**config.mk**
```make
export PLATFORM = sky130hd
export DESIGN_NAME = lda_drive_adjust
export DESIGN_NICKNAME = d
export VERILOG_FILES = /design/src/rtl/lda_pkg.sv /design/src/rtl/lda_lane.sv /design/src/rtl/lda_stage.sv /design/src/rtl/lda_drive_adjust.sv
export SDC_FILE = /design/constraint.sdc
export NUM_CORES = 1
export LEC_CHECK = 0
export ABC_AREA = 1
export BUFFER_PORTS_ARGS = -buffer_cell sky130_fd_sc_hd__buf_2
export CORE_MARGIN = 5
export CORE_UTILIZATION = 40
export CTS_CLUSTER_SIZE = 12
export DETAILED_ROUTE_END_ITERATION = 16
export GPL_TIMING_DRIVEN = 0
export PLACE_DENSITY = 0.71
export SLEW_MARGIN = 20
export SYNTH_ARGS = -nofsm -noshare
export SYNTH_HDL_FRONTEND = slang
export SYNTH_SLANG_ARGS = --single-unit
```
**constraint.sdc**
```tcl
create_clock -name clk -period 0.9 [get_ports clk]
set_input_delay 0.045 -clock clk [delete_from_list [all_inputs] [get_ports clk]]
set_output_delay 0.045 -clock clk [all_outputs]
set_load 0.05 [all_outputs]
```
**src/rtl/lda_pkg.sv**
```systemverilog
package lda_pkg;

  // Fold a 4-bit lane request into {pre_field[2:0], swing_field[2:0]}.
  // Bit 2 of each field is the max-reached flag.
  function automatic logic [5:0] fold_req(input logic [3:0] nib);
    logic [1:0] pe;
    logic [1:0] sw;
    logic [1:0] lim;
    pe  = nib[3:2];
    sw  = nib[1:0];
    lim = 2'd3 - pe;
    if (pe == 2'd3)
      return {3'b111, 3'b100};
    else if (sw >= lim)
      return {1'b0, pe, 1'b1, lim};
    else
      return {1'b0, pe, 1'b0, sw};
  endfunction

  // Fold a 2-bit post-cursor2 request into a 3-bit field with flag.
  function automatic logic [2:0] fold_pc2(input logic [1:0] req);
    if (req == 2'd3)
      return 3'b111;
    else
      return {1'b0, req};
  endfunction

endpackage

```
**src/rtl/lda_lane.sv**
```systemverilog
module lda_lane
  import lda_pkg::*;
(
  input  logic [3:0] req_nib,
  input  logic [1:0] pc2_req,
  input  logic       active,
  input  logic       pc2_en,
  output logic [7:0] tset,
  output logic [3:0] pc2_nib,
  output logic [1:0] sw_lvl,
  output logic [1:0] pe_lvl,
  output logic [1:0] pc_lvl
);

  logic [5:0] fields;
  logic [2:0] pcf;
  logic       pc_on;

  always_comb begin
    fields  = fold_req(req_nib);
    pcf     = fold_pc2(pc2_req);
    pc_on   = active && pc2_en;
    tset    = active ? {2'b00, fields} : 8'h00;
    sw_lvl  = active ? fields[1:0] : 2'b00;
    pe_lvl  = active ? fields[4:3] : 2'b00;
    pc2_nib = pc_on ? {1'b0, pcf} : 4'h0;
    pc_lvl  = pc_on ? pcf[1:0] : 2'b00;
  end

endmodule

```
**src/rtl/lda_stage.sv**
```systemverilog
module lda_stage #(
  parameter int W = 8
) (
  input  logic         clk,
  input  logic         rst_n,
  input  logic         load,
  input  logic [W-1:0] d,
  output logic [W-1:0] q,
  output logic         pulse
);

  always_ff @(posedge clk or negedge rst_n) begin
    if (!rst_n) begin
      q     <= '0;
      pulse <= 1'b0;
    end else begin
      pulse <= load;
      if (load) q <= d;
    end
  end

endmodule

```
**src/rtl/lda_drive_adjust.sv**
```systemverilog
module lda_drive_adjust #(
  parameter  int LANES = 4,
  localparam int BYTES = (LANES + 1) / 2,
  localparam int CNT_W = $clog2(LANES + 1)
) (
  input  logic                 clk,
  input  logic                 rst_n,
  input  logic                 calc_i,
  input  logic [8*BYTES-1:0]   adj_req_i,
  input  logic [2*LANES-1:0]   pc2_req_i,
  input  logic [CNT_W-1:0]     lane_cnt_i,
  input  logic                 pc2_en_i,
  output logic                 done_o,
  output logic [8*LANES-1:0]   tset_o,
  output logic [4*LANES-1:0]   pc2set_o,
  output logic [2*LANES-1:0]   swing_o,
  output logic [2*LANES-1:0]   pre_o,
  output logic [2*LANES-1:0]   pc2_o
);

  localparam int STW = 8*LANES + 4*LANES + 6*LANES;

  logic [LANES-1:0]   lane_act_w;
  logic [8*LANES-1:0] tset_w;
  logic [4*LANES-1:0] pc2set_w;
  logic [2*LANES-1:0] swing_w;
  logic [2*LANES-1:0] pre_w;
  logic [2*LANES-1:0] pc2_w;
  logic [STW-1:0]     stage_q;

  for (genvar g = 0; g < LANES; g++) begin : g_lane
    assign lane_act_w[g] = lane_cnt_i > CNT_W'(g);

    lda_lane u_lane (
      .req_nib (adj_req_i[8*(g/2) + 4*(g%2) +: 4]),
      .pc2_req (pc2_req_i[2*g +: 2]),
      .active  (lane_act_w[g]),
      .pc2_en  (pc2_en_i),
      .tset    (tset_w[8*g +: 8]),
      .pc2_nib (pc2set_w[4*g +: 4]),
      .sw_lvl  (swing_w[2*g +: 2]),
      .pe_lvl  (pre_w[2*g +: 2]),
      .pc_lvl  (pc2_w[2*g +: 2])
    );
  end

  lda_stage #(.W(STW)) u_stage (
    .clk   (clk),
    .rst_n (rst_n),
    .load  (calc_i),
    .d     ({tset_w, pc2set_w, swing_w, pre_w, pc2_w}),
    .q     (stage_q),
    .pulse (done_o)
  );

  assign {tset_o, pc2set_o, swing_o, pre_o, pc2_o} = stage_q;

endmodule

```
Word level (Yosys, flattened, before mapping)
Cells that the tools add are included.
{ "totals": {"ff_bits": 73, "out_inout_bits": 73} }
{ "op_classes": {"magnitude_cmp": 8, "add_sub_neg": 4, "n_mux": 32, "eq_ne": 8, "n_reduce_logical": 4} }
{ "ops": {"columns": ["op", "count"], "rows": [
  ["2-to-1 mux 6 bit", 8],
  ["2-to-1 mux 3 bit", 12],
  ["2-to-1 mux 2 bit", 12],
  ["equality test 2 bit (second input constant)", 8],
  ["greater-or-equal comparator 2 bit", 4],
  ["subtractor 2 bit (first input constant)", 4],
  ["> comparator 3 x 1 -> 1 bit (second input constant)", 2],
  ["> comparator 3 x 2 -> 1 bit (second input constant)", 2],
  ["logical AND 1 bit", 4]
]} }

Longest topological paths before layout
{ "depth": {"depth_word": 5, "mapped_depth": 9} }

Hierarchy
A second synthesis with hierarchy kept.
{ "unflattened": {"hier_cells": 496, "hier_area_um2": 3802.4} }
{ "modules_own_cells": {"columns": ["module", "area_per_inst_um2", "n_inst", "cells_each"], "rows": [
  ["lda_stage", 2773.9, 1, 305],
  ["lda_lane at g_lane[0].u_lane ...", 250.2, 3, 46],
  ["lda_lane at g_lane[2].u_lane", 249.0, 1, 46],
  ["lda_drive_adjust", 28.8, 1, 7]
]} }

Worst setup path after synthesis
Ideal clock, no wire load.
{ "synth_path": {"path_type": "reg-to-reg", "startpoint": "register, netlist name u_stage.q[65]", "endpoint": "register u_stage.q[65]", "synth_period_minus_slack_ns": 0.962, "path_stages_with_launch": 2, "setup_ns": 0.121, "setup_slack_ns": -0.062, "arrival_ns": 0.841, "n_path_buf": 0, "path_cell_list": "dfrtp_1 -> a22o_1"} }
{ "synth_lines": {"columns": ["element", "line", "source"], "rows": [
  ["end signal: assignment", "lda_stage.sv:14", "q <= '0;"],
  ["end signal: assignment", "lda_stage.sv:18", "if (load) q <= d;"],
  ["end: declaration", "lda_stage.sv:8", "output logic [W-1:0] q,"]
]} }

Final worst setup path
{ "layout_path": {"startpoint": "register u_stage.q[24]", "endpoint": "output pc2set_o[0]"} }
{ "layout_lines": {"columns": ["element", "line", "source"], "rows": [
  ["end: declaration", "lda_drive_adjust.sv:15", "output logic [4*LANES-1:0] pc2set_o,"]
]} }
No word-level cell between the ends.

==> flow_metrics.py <==
metrics = {
    "critical_path": {
        "reg2regPathDepth": 2,
        "critPathArrivalTime_ns": 0.99,
        "critPathMaxFanout": 3,
        "r2r-start": "u_stage.q[65]",
        "cp.required_ns": 0.85,
        "crit_path_end": "pc2set_o[0]",
        "endpoint_kind": "output pin",
        "r2r_slack_ns": 0.02,
        "crit_path_start_kind": "flop",
        "slowest_stage": "dfrtp_2",
        "worstSetupStartpoint": "u_stage.q[24]",
        "critPathBufInv": 2,
        "path_delay_family": "flip-flops",
        "crit_chain": "buf_6 > buf_8",
        "worst-setup-path-type": "flop to output pin",
        "cp_slowest_stage_delay_ns": 0.44,
        "reg2reg_to": "u_stage.q[65]",
        "cp.depth": 2,
    },
    "cts": {
        "clock_sinks": 37,
        "htree_num_levels": 2,
        "numCtsBuffers": 5,
        "clock_path_buffers": 2,
        "root_buffer": "clkbuf_8",
        "cts_tree": "built",
        "cts_hold_repair.buffers": 1,
        "clk_latency_ns": 0.28,
        "clk_pin_slew_ns": 0.07,
    },
    "floorplanning": {
        "core-area_mm2": 0.00514,
        "die_area_mm2": 0.00689,
        "pin_count": 104,
        "die_w_um": 83.0,
        "dieHeight_um": 83.0,
        "core.rowCount": 26,
        "initial_core_util_pct": 41.5,
    },
    "drt": {
        "post_drt_wl_per_cell_um": 12.8,
        "ant_nets": 0,
        "firstDrtPassIters": 4,
        "drc": 0,
        "routed_wl_mm": 5.87,
        "viasPerCell": 4.35,
        "drtIter0Drc": 61,
        "vias": 1998,
    },
    "cells_and_area": {
        "fin_area_mm2": 0.00353,
        "area_growth_pct": 65.7,
        "finalNetCount": 431,
        "n_antenna_cell": 0,
        "final_common_cell": "nand2_1",
        "drive_gt1_share_pct": 48.8,
        "mostFrequentLayoutCells": "86 x nand2_1, 61 x buf_6, 35 x inv_1",
    },
    "timing": {
        "fin_ws_ns": -0.133,
        "holdWs_ns": -0.138,
        "skew_ns": 0,
        "hold_viol": 37,
        "setup_violations": 49,
        "tightest_slew_ns": 0.836,
        "rsz0062_at_grt": "true",
        "max_freq_mhz": 968,
        "finalMaxSlewViolations": 0,
        "fin_tns_setup_ns": -3.31,
        "min_period_over_period_pct": 115,
        "slew_headroom_pct": 44.3,
        "period_minus_slack_ns": 1.03,
    },
    "run_status": {
        "violations": "hold timing, setup timing",
        "status": "finished with violations",
    },
    "yosys": {
        "synth-seq-cells": 37,
        "synth_cell_type_count": 18,
        "yosys_warnings": 0,
        "yosys-top-cells-area": "dfrtp_1 43%, nand2_1 15%, buf_4 13%, ha_1 7.0%, inv_1 6.2%",
        "yosysSeqAreaShare_pct": 43.4,
        "netlist_instances": 262,
        "synth_top_cell_by_area": "dfrtp_1",
        "syn_avg_cell_area_um2": 8.14,
        "synth_top_area_share_pct": 43.4,
        "synth_area_mm2": 0.00213,
    },
    "placed_design": {
        "routabilityCongestion": 0.783,
        "placed_area_mm2": 0.00275,
        "hpwl_mm": 4.16,
        "port_buffers": 91,
    },
    "pwr": {
        "p_leak_nw": 1.97,
        "ir_worst_vdd_uv": 854,
        "power.density_mw_per_mm2": 1560,
    },
    "global_route": {
        "grt_max_degree": 38,
        "antenna_found_initial": 1,
        "gr-total-overflow": 0,
        "grt_pass1_wl_mm": 9.75,
        "grtUsageTotal_pct": 17.2,
        "first_global_vias": 1997,
    },
    "run": {
        "max_cap_viol_count": 0,
    },
    "hold_path": {
        "hp-class": "input pin to async pin",
    },
}
-- per-stage QoR --
step / util, % / setup WS [ns] / instances / power [mW]
floorplan: - / 0.0214 / 273 / 3.35
global placement: 53.5 / -0.0764 / 434 / 3.76
detailed placement: 53.5 / -0.0990 / 434 / 3.79
CTS: 67.2 / -0.129 / 452 / 5.50
global route: 68.7 / -0.166 / 459 / 5.81
finish: 68.7 / -0.133 / 459 / 5.53
-- repair_timing --
| action | CTS | global route |
|---|---|---|
| hold endpoints to repair | 38 | 37 |
| setup endpoints to repair | 61 | 61 |
| resized for setup | 163 | 9 |
| buffers inserted | 9 | 7 |
-- worst min path at each step --
stage	slack, ns	end	cells past startpoint	startpoint
floorplan	-0.25	u_stage.pulse	0	rst_n
global placement	0.18	u_stage.q[49]	1	rst_n
detailed placement	0.19	u_stage.q[26]	1	rst_n
CTS	-0.13	u_stage.q[45]	1	rst_n
global route	-0.08	u_stage.q[45]	1	rst_n
finish	-0.14	u_stage.q[26]	1	rst_n
-- Yosys cell counts, drive strengths merged --
cell and n:
conb 1, o21ai 15, nand2 88, o31ai 4
buf 41, dfrtp 37, ha 12, inv 37
a22o 1, a22oi 1, nor2 6, nand3 19
-- power by group --
part | switching [mW] | internal [mW]
clock | 0.546 | 0.624
sequential | 0.150 | 1.82
combinational | 1.43 | 0.961
-- per-layer routing --
metal  part of all wire (%)  wire length (um)  track usage (%)
met5                   0.12                 7                0
met4                   0.77                45             3.12
met3                    6.0               355             5.45
met2                     53              3090             31.0
met1                     40              2370             20.1
-- registers in the layout, indices dropped and copies added (netlist names) --
name / flops
u_stage.pulse: 1
u_stage.q: 36
-- logic make-up after synthesis --
logic type,synth area share [%]
DFF,43.4
other,0.176
and+or+nand+nor,21.7
adders and majority gates,7.04
buffers and inverters,21.2
AOI/OAI and AO/OA,6.40
-- cell type report --
class	instances	area, um2
Sequential cell	37	957
Tap cell	70	87.6
Multi-Input combinational cell	158	795
Buffer	41	404
Timing Repair Buffer	108	1060
Clock buffer	8	90.1
Fill cell	407	1610
Inverter	37	139
(Power assumes the default switching activity.)
